**config.mk**
```make
export PLATFORM = sky130hd
export DESIGN_NAME = uart_fifo_tx
export DESIGN_NICKNAME = d
export VERILOG_FILES = /design/src/rtl/uart_fifo_tx_pkg.sv /design/src/rtl/utx_fifo.sv /design/src/rtl/utx_shifter.sv /design/src/rtl/utx_regs.sv /design/src/rtl/uart_fifo_tx.sv
export SDC_FILE = /design/constraint.sdc
export NUM_CORES = 1
export LEC_CHECK = 0
export ABC_AREA = 1
export ABC_CLOCK_PERIOD_IN_PS = 2100
export BUFFER_PORTS_ARGS = -buffer_cell sky130_fd_sc_hd__buf_4
export CAP_MARGIN = 0
export CORE_MARGIN = 2
export CORE_UTILIZATION = 40
export CTS_BUF_LIST = sky130_fd_sc_hd__clkbuf_8
export DETAILED_ROUTE_END_ITERATION = 8
export GPL_ROUTABILITY_DRIVEN = 0
export GPL_TIMING_DRIVEN = 0
export SLEW_MARGIN = 15
export SYNTH_ARGS = -nofsm -noshare
export SYNTH_HDL_FRONTEND = slang
export SYNTH_SLANG_ARGS = --single-unit
```
**constraint.sdc**
```tcl
create_clock -name clk -period 2.1 [get_ports clk]
set_input_delay 0.21 -clock clk [delete_from_list [all_inputs] [get_ports clk]]
set_output_delay 0.21 -clock clk [all_outputs]
set_load 0.01 [all_outputs]
```
**src/rtl/uart_fifo_tx_pkg.sv**
```systemverilog
package uart_fifo_tx_pkg;

    typedef enum logic [2:0] {
        ADDR_CTRL  = 3'd0,
        ADDR_QCTL  = 3'd1,
        ADDR_DATA  = 3'd2,
        ADDR_STAT  = 3'd3,
        ADDR_COUNT = 3'd4
    } reg_addr_e;

    typedef struct packed {
        logic brk_lvl;
        logic brk_en;
        logic tx_en;
    } line_ctrl_t;

    typedef struct packed {
        logic line_done;
        logic space_avail;
    } tx_flags_t;

    typedef enum logic {
        SH_IDLE  = 1'b0,
        SH_SHIFT = 1'b1
    } shift_state_e;

    localparam int FRAME_BITS = 10;

    function automatic int unsigned trig_level(input logic [1:0] sel);
        return 32'd1 << sel;
    endfunction

    function automatic logic [FRAME_BITS-1:0] build_frame(input logic [7:0] b);
        return {1'b1, b, 1'b0};
    endfunction

endpackage

```
**src/rtl/utx_fifo.sv**
```systemverilog
module utx_fifo #(
    parameter int DEPTH = 16,
    parameter int DW    = 8,
    localparam int PTR_W = (DEPTH > 1) ? $clog2(DEPTH) : 1,
    localparam int CNT_W = $clog2(DEPTH + 1)
) (
    input  logic             clk,
    input  logic             rst,
    input  logic             clr,
    input  logic             push,
    input  logic [DW-1:0]    push_data,
    input  logic             pop,
    output logic [DW-1:0]    head,
    output logic [CNT_W-1:0] count,
    output logic             empty
);
    logic [DW-1:0]    mem [DEPTH];
    logic [PTR_W-1:0] wr_ptr, rd_ptr;
    logic             full, do_push, do_pop;

    assign full    = (count == CNT_W'(DEPTH));
    assign empty   = (count == '0);
    assign do_push = push && !full;
    assign do_pop  = pop && !empty;
    assign head    = mem[rd_ptr];

    function automatic logic [PTR_W-1:0] bump(input logic [PTR_W-1:0] p);
        return (p == PTR_W'(DEPTH - 1)) ? '0 : p + 1'b1;
    endfunction

    always_ff @(posedge clk) begin
        if (do_push) mem[wr_ptr] <= push_data;
    end

    always_ff @(posedge clk) begin
        if (rst || clr) begin
            wr_ptr <= '0;
            rd_ptr <= '0;
            count  <= '0;
        end else begin
            if (do_push) wr_ptr <= bump(wr_ptr);
            if (do_pop)  rd_ptr <= bump(rd_ptr);
            case ({do_push, do_pop})
                2'b10:   count <= count + 1'b1;
                2'b01:   count <= count - 1'b1;
                default: count <= count;
            endcase
        end
    end


    count_range_chk: assert property (@(posedge clk) disable iff (rst)
        count <= CNT_W'(DEPTH));


    full_drop_chk: assert property (@(posedge clk) disable iff (rst)
        (full && push && !pop && !clr) |=> (count == CNT_W'(DEPTH)));

endmodule

```
**src/rtl/utx_shifter.sv**
```systemverilog
module utx_shifter
    import uart_fifo_tx_pkg::*;
#(
    parameter int TICKS = 16,
    localparam int TICK_W = (TICKS > 1) ? $clog2(TICKS) : 1
) (
    input  logic       clk,
    input  logic       rst,
    input  logic       tx_en,
    input  logic       baud_tick,
    input  logic       q_empty,
    input  logic [7:0] q_head,
    output logic       pop,
    output logic       busy,
    output logic       ser_bit
);
    shift_state_e            state;
    logic [FRAME_BITS-1:0]   frame;
    logic [3:0]              bit_idx;
    logic [TICK_W-1:0]       tick_cnt;
    logic                    bit_end, frame_end;

    assign bit_end   = baud_tick && (tick_cnt == TICK_W'(TICKS - 1));
    assign frame_end = bit_end && (bit_idx == 4'(FRAME_BITS - 1));
    assign pop       = tx_en && !q_empty && ((state == SH_IDLE) || frame_end);
    assign busy      = (state == SH_SHIFT);
    assign ser_bit   = frame[0];

    always_ff @(posedge clk) begin
        if (rst || !tx_en) begin
            state    <= SH_IDLE;
            frame    <= '1;
            bit_idx  <= '0;
            tick_cnt <= '0;
        end else if (pop) begin
            state    <= SH_SHIFT;
            frame    <= build_frame(q_head);
            bit_idx  <= '0;
            tick_cnt <= '0;
        end else if (state == SH_SHIFT && baud_tick) begin
            if (frame_end) begin
                state    <= SH_IDLE;
                frame    <= '1;
                tick_cnt <= '0;
            end else if (bit_end) begin
                tick_cnt <= '0;
                bit_idx  <= bit_idx + 1'b1;
                frame    <= {1'b1, frame[FRAME_BITS-1:1]};
            end else begin
                tick_cnt <= tick_cnt + 1'b1;
            end
        end
    end


    start_low_chk: assert property (@(posedge clk) disable iff (rst)
        $rose(busy) |-> !ser_bit);


    hold_when_off_chk: assert property (@(posedge clk) disable iff (rst)
        !tx_en |=> !busy);

endmodule

```
**src/rtl/utx_regs.sv**
```systemverilog
module utx_regs
    import uart_fifo_tx_pkg::*;
#(
    parameter int CNT_W = 5
) (
    input  logic             clk,
    input  logic             rst,
    input  logic             bus_wr,
    input  logic             bus_rd,
    input  logic [2:0]       bus_addr,
    input  logic [7:0]       bus_wdata,
    output logic [15:0]      bus_rdata,
    input  logic [CNT_W-1:0] q_count,
    input  logic             q_empty,
    input  logic             sh_busy,
    output line_ctrl_t       ctrl,
    output logic             q_push,
    output logic [7:0]       q_data,
    output logic             q_clr
);
    logic [1:0]  trig_sel;
    tx_flags_t   flags, armed;
    logic        stat_wr, stat_rd, tdfe_set, tend_set;
    logic [CNT_W-1:0] trig_cnt;

    assign trig_cnt = CNT_W'(trig_level(trig_sel));
    assign stat_wr  = bus_wr && (bus_addr == ADDR_STAT);
    assign stat_rd  = bus_rd && (bus_addr == ADDR_STAT);
    assign tdfe_set = (q_count <= trig_cnt);
    assign tend_set = q_empty && !sh_busy;
    assign q_push   = bus_wr && (bus_addr == ADDR_DATA);
    assign q_data   = bus_wdata;
    assign q_clr    = bus_wr && (bus_addr == ADDR_QCTL) && bus_wdata[2];

    always_ff @(posedge clk) begin
        if (rst) begin
            ctrl     <= '0;
            trig_sel <= 2'd3;
        end else if (bus_wr) begin
            if (bus_addr == ADDR_CTRL) ctrl <= line_ctrl_t'(bus_wdata[2:0]);
            if (bus_addr == ADDR_QCTL) trig_sel <= bus_wdata[1:0];
        end
    end

    always_ff @(posedge clk) begin
        if (rst) begin
            flags <= '{line_done: 1'b1, space_avail: 1'b1};
            armed <= '0;
        end else begin
            if (tdfe_set)
                flags.space_avail <= 1'b1;
            else if (stat_wr && !bus_wdata[0] && armed.space_avail)
                flags.space_avail <= 1'b0;
            if (tend_set)
                flags.line_done <= 1'b1;
            else if (stat_wr && !bus_wdata[1] && armed.line_done)
                flags.line_done <= 1'b0;
            if (stat_wr) begin
                armed <= '0;
            end else if (stat_rd) begin
                if (flags.space_avail) armed.space_avail <= 1'b1;
                if (flags.line_done)   armed.line_done   <= 1'b1;
            end
        end
    end

    always_comb begin
        bus_rdata = '0;
        case (bus_addr)
            ADDR_CTRL:  bus_rdata = {13'd0, ctrl};
            ADDR_QCTL:  bus_rdata = {14'd0, trig_sel};
            ADDR_STAT:  bus_rdata = {14'd0, flags};
            ADDR_COUNT: bus_rdata = {8'(q_count), 8'h00};
            default:    bus_rdata = '0;
        endcase
    end


    tdfe_clear_chk: assert property (@(posedge clk) disable iff (rst)
        $fell(flags.space_avail) |-> $past(stat_wr && !bus_wdata[0]));


    tend_clear_chk: assert property (@(posedge clk) disable iff (rst)
        $fell(flags.line_done) |-> $past(stat_wr && !bus_wdata[1]));


    tdfe_level_chk: assert property (@(posedge clk) disable iff (rst)
        $fell(flags.space_avail) |-> ($past(q_count) > $past(trig_cnt)));


    tend_busy_chk: assert property (@(posedge clk) disable iff (rst)
        $fell(flags.line_done) |-> $past(!q_empty || sh_busy));

endmodule

```
**src/rtl/uart_fifo_tx.sv**
```systemverilog
module uart_fifo_tx
    import uart_fifo_tx_pkg::*;
#(
    parameter int DEPTH = 16,
    parameter int TICKS = 16
) (
    input  logic        clk,
    input  logic        rst,
    input  logic        bus_wr,
    input  logic        bus_rd,
    input  logic [2:0]  bus_addr,
    input  logic [7:0]  bus_wdata,
    output logic [15:0] bus_rdata,
    input  logic        baud_tick,
    output logic        txd
);
    localparam int CNT_W = $clog2(DEPTH + 1);

    line_ctrl_t       ctrl;
    logic             q_push, q_clr, q_pop, q_empty, sh_busy, ser_bit;
    logic [7:0]       q_data, q_head;
    logic [CNT_W-1:0] q_count;

    utx_regs #(.CNT_W(CNT_W)) u_regs (
        .clk, .rst, .bus_wr, .bus_rd, .bus_addr, .bus_wdata, .bus_rdata,
        .q_count, .q_empty, .sh_busy, .ctrl, .q_push, .q_data, .q_clr
    );

    utx_fifo #(.DEPTH(DEPTH), .DW(8)) u_fifo (
        .clk, .rst, .clr(q_clr), .push(q_push), .push_data(q_data),
        .pop(q_pop), .head(q_head), .count(q_count), .empty(q_empty)
    );

    utx_shifter #(.TICKS(TICKS)) u_shift (
        .clk, .rst, .tx_en(ctrl.tx_en), .baud_tick, .q_empty, .q_head,
        .pop(q_pop), .busy(sh_busy), .ser_bit
    );

    always_comb begin
        if (!ctrl.tx_en && ctrl.brk_en) txd = ctrl.brk_lvl;
        else if (sh_busy)               txd = ser_bit;
        else                            txd = 1'b1;
    end


    no_pop_when_off_chk: assert property (@(posedge clk) disable iff (rst)
        !ctrl.tx_en |-> !q_pop);


    flush_empty_chk: assert property (@(posedge clk) disable iff (rst)
        q_clr |=> q_empty);

endmodule

```
==> summary.md <==
| Metric | Value |
|---|---|
| DRT Wirelength | approximately 18000 µm |
| Vias in the first global route | slightly above 5000 |
| All-layer global routing usage | 0.185 |
| DIE AREA | slightly below 20000 µm² |
| Area Overhead vs Synth | 15.9% |
| Max_slew headroom | 0.462 |
| Antenna cells | 0 |
| CP endpoint kind | flip-flop |
| RSZ-0062 raised after global routing | true |
| EDFF count, synth | roughly 130 |
| Wire per inst | approximately 18 µm |
| Buffers on Ports | 24 |
| Fin. Hold Viols | 0 |
| Final Skew | about 0.012 ns |
| Peak supply drop | roughly 390 µV |
| Die span in x | 141 µm |
| Largest net degree at the start of global routing | 20 |
| GR Overflow Total | 0 |
| DRC Markers | 0 |
| DRT antenna net count | 0 |
| Area of the core | around 18000 µm² |
| Cells after Synth | 705 |
| Crit path arrival time | approximately 2.5 ns |
| Post-synth top flop | edfxtp_1 |
| Die Y-Extent | between 100 and 150 µm |
| Via count | 5409 |
| Worst-path clk slew | approximately 0.08 ns |
| TritonRoute pass-1 iters | 5 |
| Average size of a mapped cell | 10.6 µm² |
| Fin area | slightly below 9000 µm² |
| Power Density | ~730 nW/µm² |
| CTS max path bufs | 2 |
| Critical path required time | roughly 2.5 ns |
| Async SR Flop Fraction | 0 |
| Critical path type | flip-flop to flip-flop |
| Iteration-0 DRC Markers | 511 |
| Worst Hold Class | input port to flip-flop |
| Final Cycle Share | 1.03 |
| Later-pin clock latency in the skew report | approximately 0.46 ns |
| Via density | ~5.4 |
| Crit path time final | between 2 and 2.5 ns |
| Max Freq | 465 MHz |
| Status | complete, but fails checks |
| Post-synthesis sequential area ratio | 0.633 |
| Starting density of the core | 0.411 |
| Fill cells | between 1500 and 2000 |
| CTS tree | done |
| FF+latch area | 4750 µm² |
| Slew @ Worst Pin | 0.804 ns |
| Synth Register Bits | about 170 |
| Site Rows | slightly below 50 |
| Max-Cap Viols | 0 |
| Final worst-path setup slack | -0.0526 ns |
| TritonCTS Buffers | 17 |
| Clock Tree Root | clkbuf_8 |
| Max-slew violation count | 0 |
| Setup total negative slack | -0.0747 ns |
| Final core utilization | 0.476 |
| Cell variety after synth | 42 |
| Worst-path fanout max | 4 |
| Yosys warns | 0 |
| Area occupied by multi-input gates | between 2000 and 3000 µm² |
| Layout cell share with drive strength beyond 1 | 0.197 |
| HPWL after DPL | about 12000 µm |
| Initial antenna violation count | 0 |
| P_leak | 3.05 nW |
| DP Area | 8010 µm² |
| Io pins | 33 |
| Failing checks | negative setup slack |
| Number of setup violations in the final report | 2 |
| TritonCTS Sinks | roughly 170 |
| Mapped cell area | 7460 µm² |
| Layout net count | approximately 800 |
| First-pass GRT wire length | approximately 28000 µm |
| Worst setup SP type | flip-flop |
| H-tree levels | 4 |
## layout make-up
type,count,share of cell area
flip-flops and latches,172,0.549
multi-input cells,458,0.293
repair buffers,38,0.0333
well taps,229,0.0331
clock buffers,17,0.0271
plain buffers,34,0.0220
inverters,46,0.0214
clock inverters,15,0.0211
## worst paths after layout
check,to,from,slack [ns],cells past startpoint
worst max-delay path,u_fifo.count[2]$_SDFFE_PP0P_,u_shift.bit_idx[1]$_SDFFE_PP0P_,-0.05,17
worst min-delay path,u_regs.armed[1]$_SDFFE_PP0P_,bus_rd,0.03,3
worst max register to register,u_fifo.count[2]$_SDFFE_PP0P_,u_shift.bit_idx[1]$_SDFFE_PP0P_,-0.05,17
worst min register to register,u_regs.armed[1]$_SDFFE_PP0P_,u_regs.armed[1]$_SDFFE_PP0P_,0.46,2
## stage by stage
step                hold slack, ns  setup WS [ns]  total power, W  std cells
global placement             0.401         -0.376         0.00399        965
finish                      0.0309        -0.0526         0.00635       1009
detailed placement           0.403         -0.408         0.00400        965
floorplan                    0.284        -0.0815         0.00387        712
global route                0.0270         -0.179         0.00653       1009
CTS                         0.0147         -0.101         0.00638       1001
## report_power, final
part	internal [W]	switching, W
Sequential	0.00365	0.0000128
Combinational	0.0000871	0.000179
Clock	0.00127	0.00116
## registers in the layout, indices dropped and copies added (netlist names), 3 cells and up, named ones only
| name | count |
|---|---|
| u_shift.bit_idx | 4 |
| u_shift.frame | 9 |
| u_fifo.rd_ptr | 4 |
| u_shift.tick_cnt | 4 |
| u_regs.ctrl | 3 |
| u_fifo.wr_ptr | 4 |
| u_fifo.mem | 128 |
| u_fifo.count | 5 |
## what timing repair did
item / in CTS / in global routing
setup endpoints to repair: 124 / 75
pin swaps: 4 / 12
endpoints found under the hold margin: 1 / 0
buffers inserted: 5 / 8
gates resized for setup: 21 / 30
hold buffers: 1 / 0
## per-layer routing
metal  up-vias  GRT usage  wire (µm)
met5         -          0          0
met4         0     0.0568        268
met3        21     0.0386       1140
met2       181      0.299       8430
met1      2615      0.252       8160
li1       2592          -          -
## Yosys cell counts (4+ instances only)
cell | instances | area (µm²)
nor2_1 | 140 | 526
nor3_1 | 4 | 20.0
dfxtp_1 | 44 | 881
nand2_1 | 69 | 259
clkbuf_1 | 9 | 33.8
edfxtp_1 | 128 | 3840
nand3_1 | 34 | 170
ha_1 | 14 | 175
buf_2 | 15 | 75.1
buf_4 | 9 | 67.6
inv_1 | 40 | 150
a21oi_1 | 20 | 100
o211ai_1 | 43 | 323
inv_2 | 5 | 18.8
o21ai_1 | 10 | 50.1
o21ai_0 | 78 | 390
a211oi_1 | 4 | 30.0
xor2_1 | 5 | 43.8
## placed cells by master (no fill, tap or decap), types with 13 or more instances in the layout
master	n
inv_1	40
nand3_1	32
edfxtp_1	128
nor2_2	13
dfxtp_1	36
o21ai_0	77
buf_2	15
a21oi_1	20
buf_4	46
clkbuf_8	17
nand2_1	63
o211ai_1	43
nor2_1	122
## cells by family after synthesis
| kind of cell | Yosys count | synth area share |
|---|---|---|
| compound gates | 164 | 0.132 |
| xor+xnor | 8 | 0.00939 |
| fa+ha+maj | 14 | 0.0235 |
| buf+inv | 82 | 0.0508 |
| flops | 172 | 0.633 |
| mux | 1 | 0.00134 |
| other cells | 1 | 0.000503 |
| simple gates | 263 | 0.149 |
## worst max-delay path: stages, from the launching register on
cell,delay (ns)
dfxtp_2,0.34
inv_2,0.05
ha_4,0.16
nand2_4,0.07
nor2_4,0.04
nand2_2,0.08
nand2_4,0.08
nand2_8,0.10
inv_12,0.04
ha_4,0.17
xor2_2,0.18
ha_2,0.19
inv_2,0.05
nand2_2,0.05
buf_4,0.13
xor2_1,0.13
o21ai_1,0.14
inv_1,0.05
No activity file was read; power rests on OpenSTA's default activity.
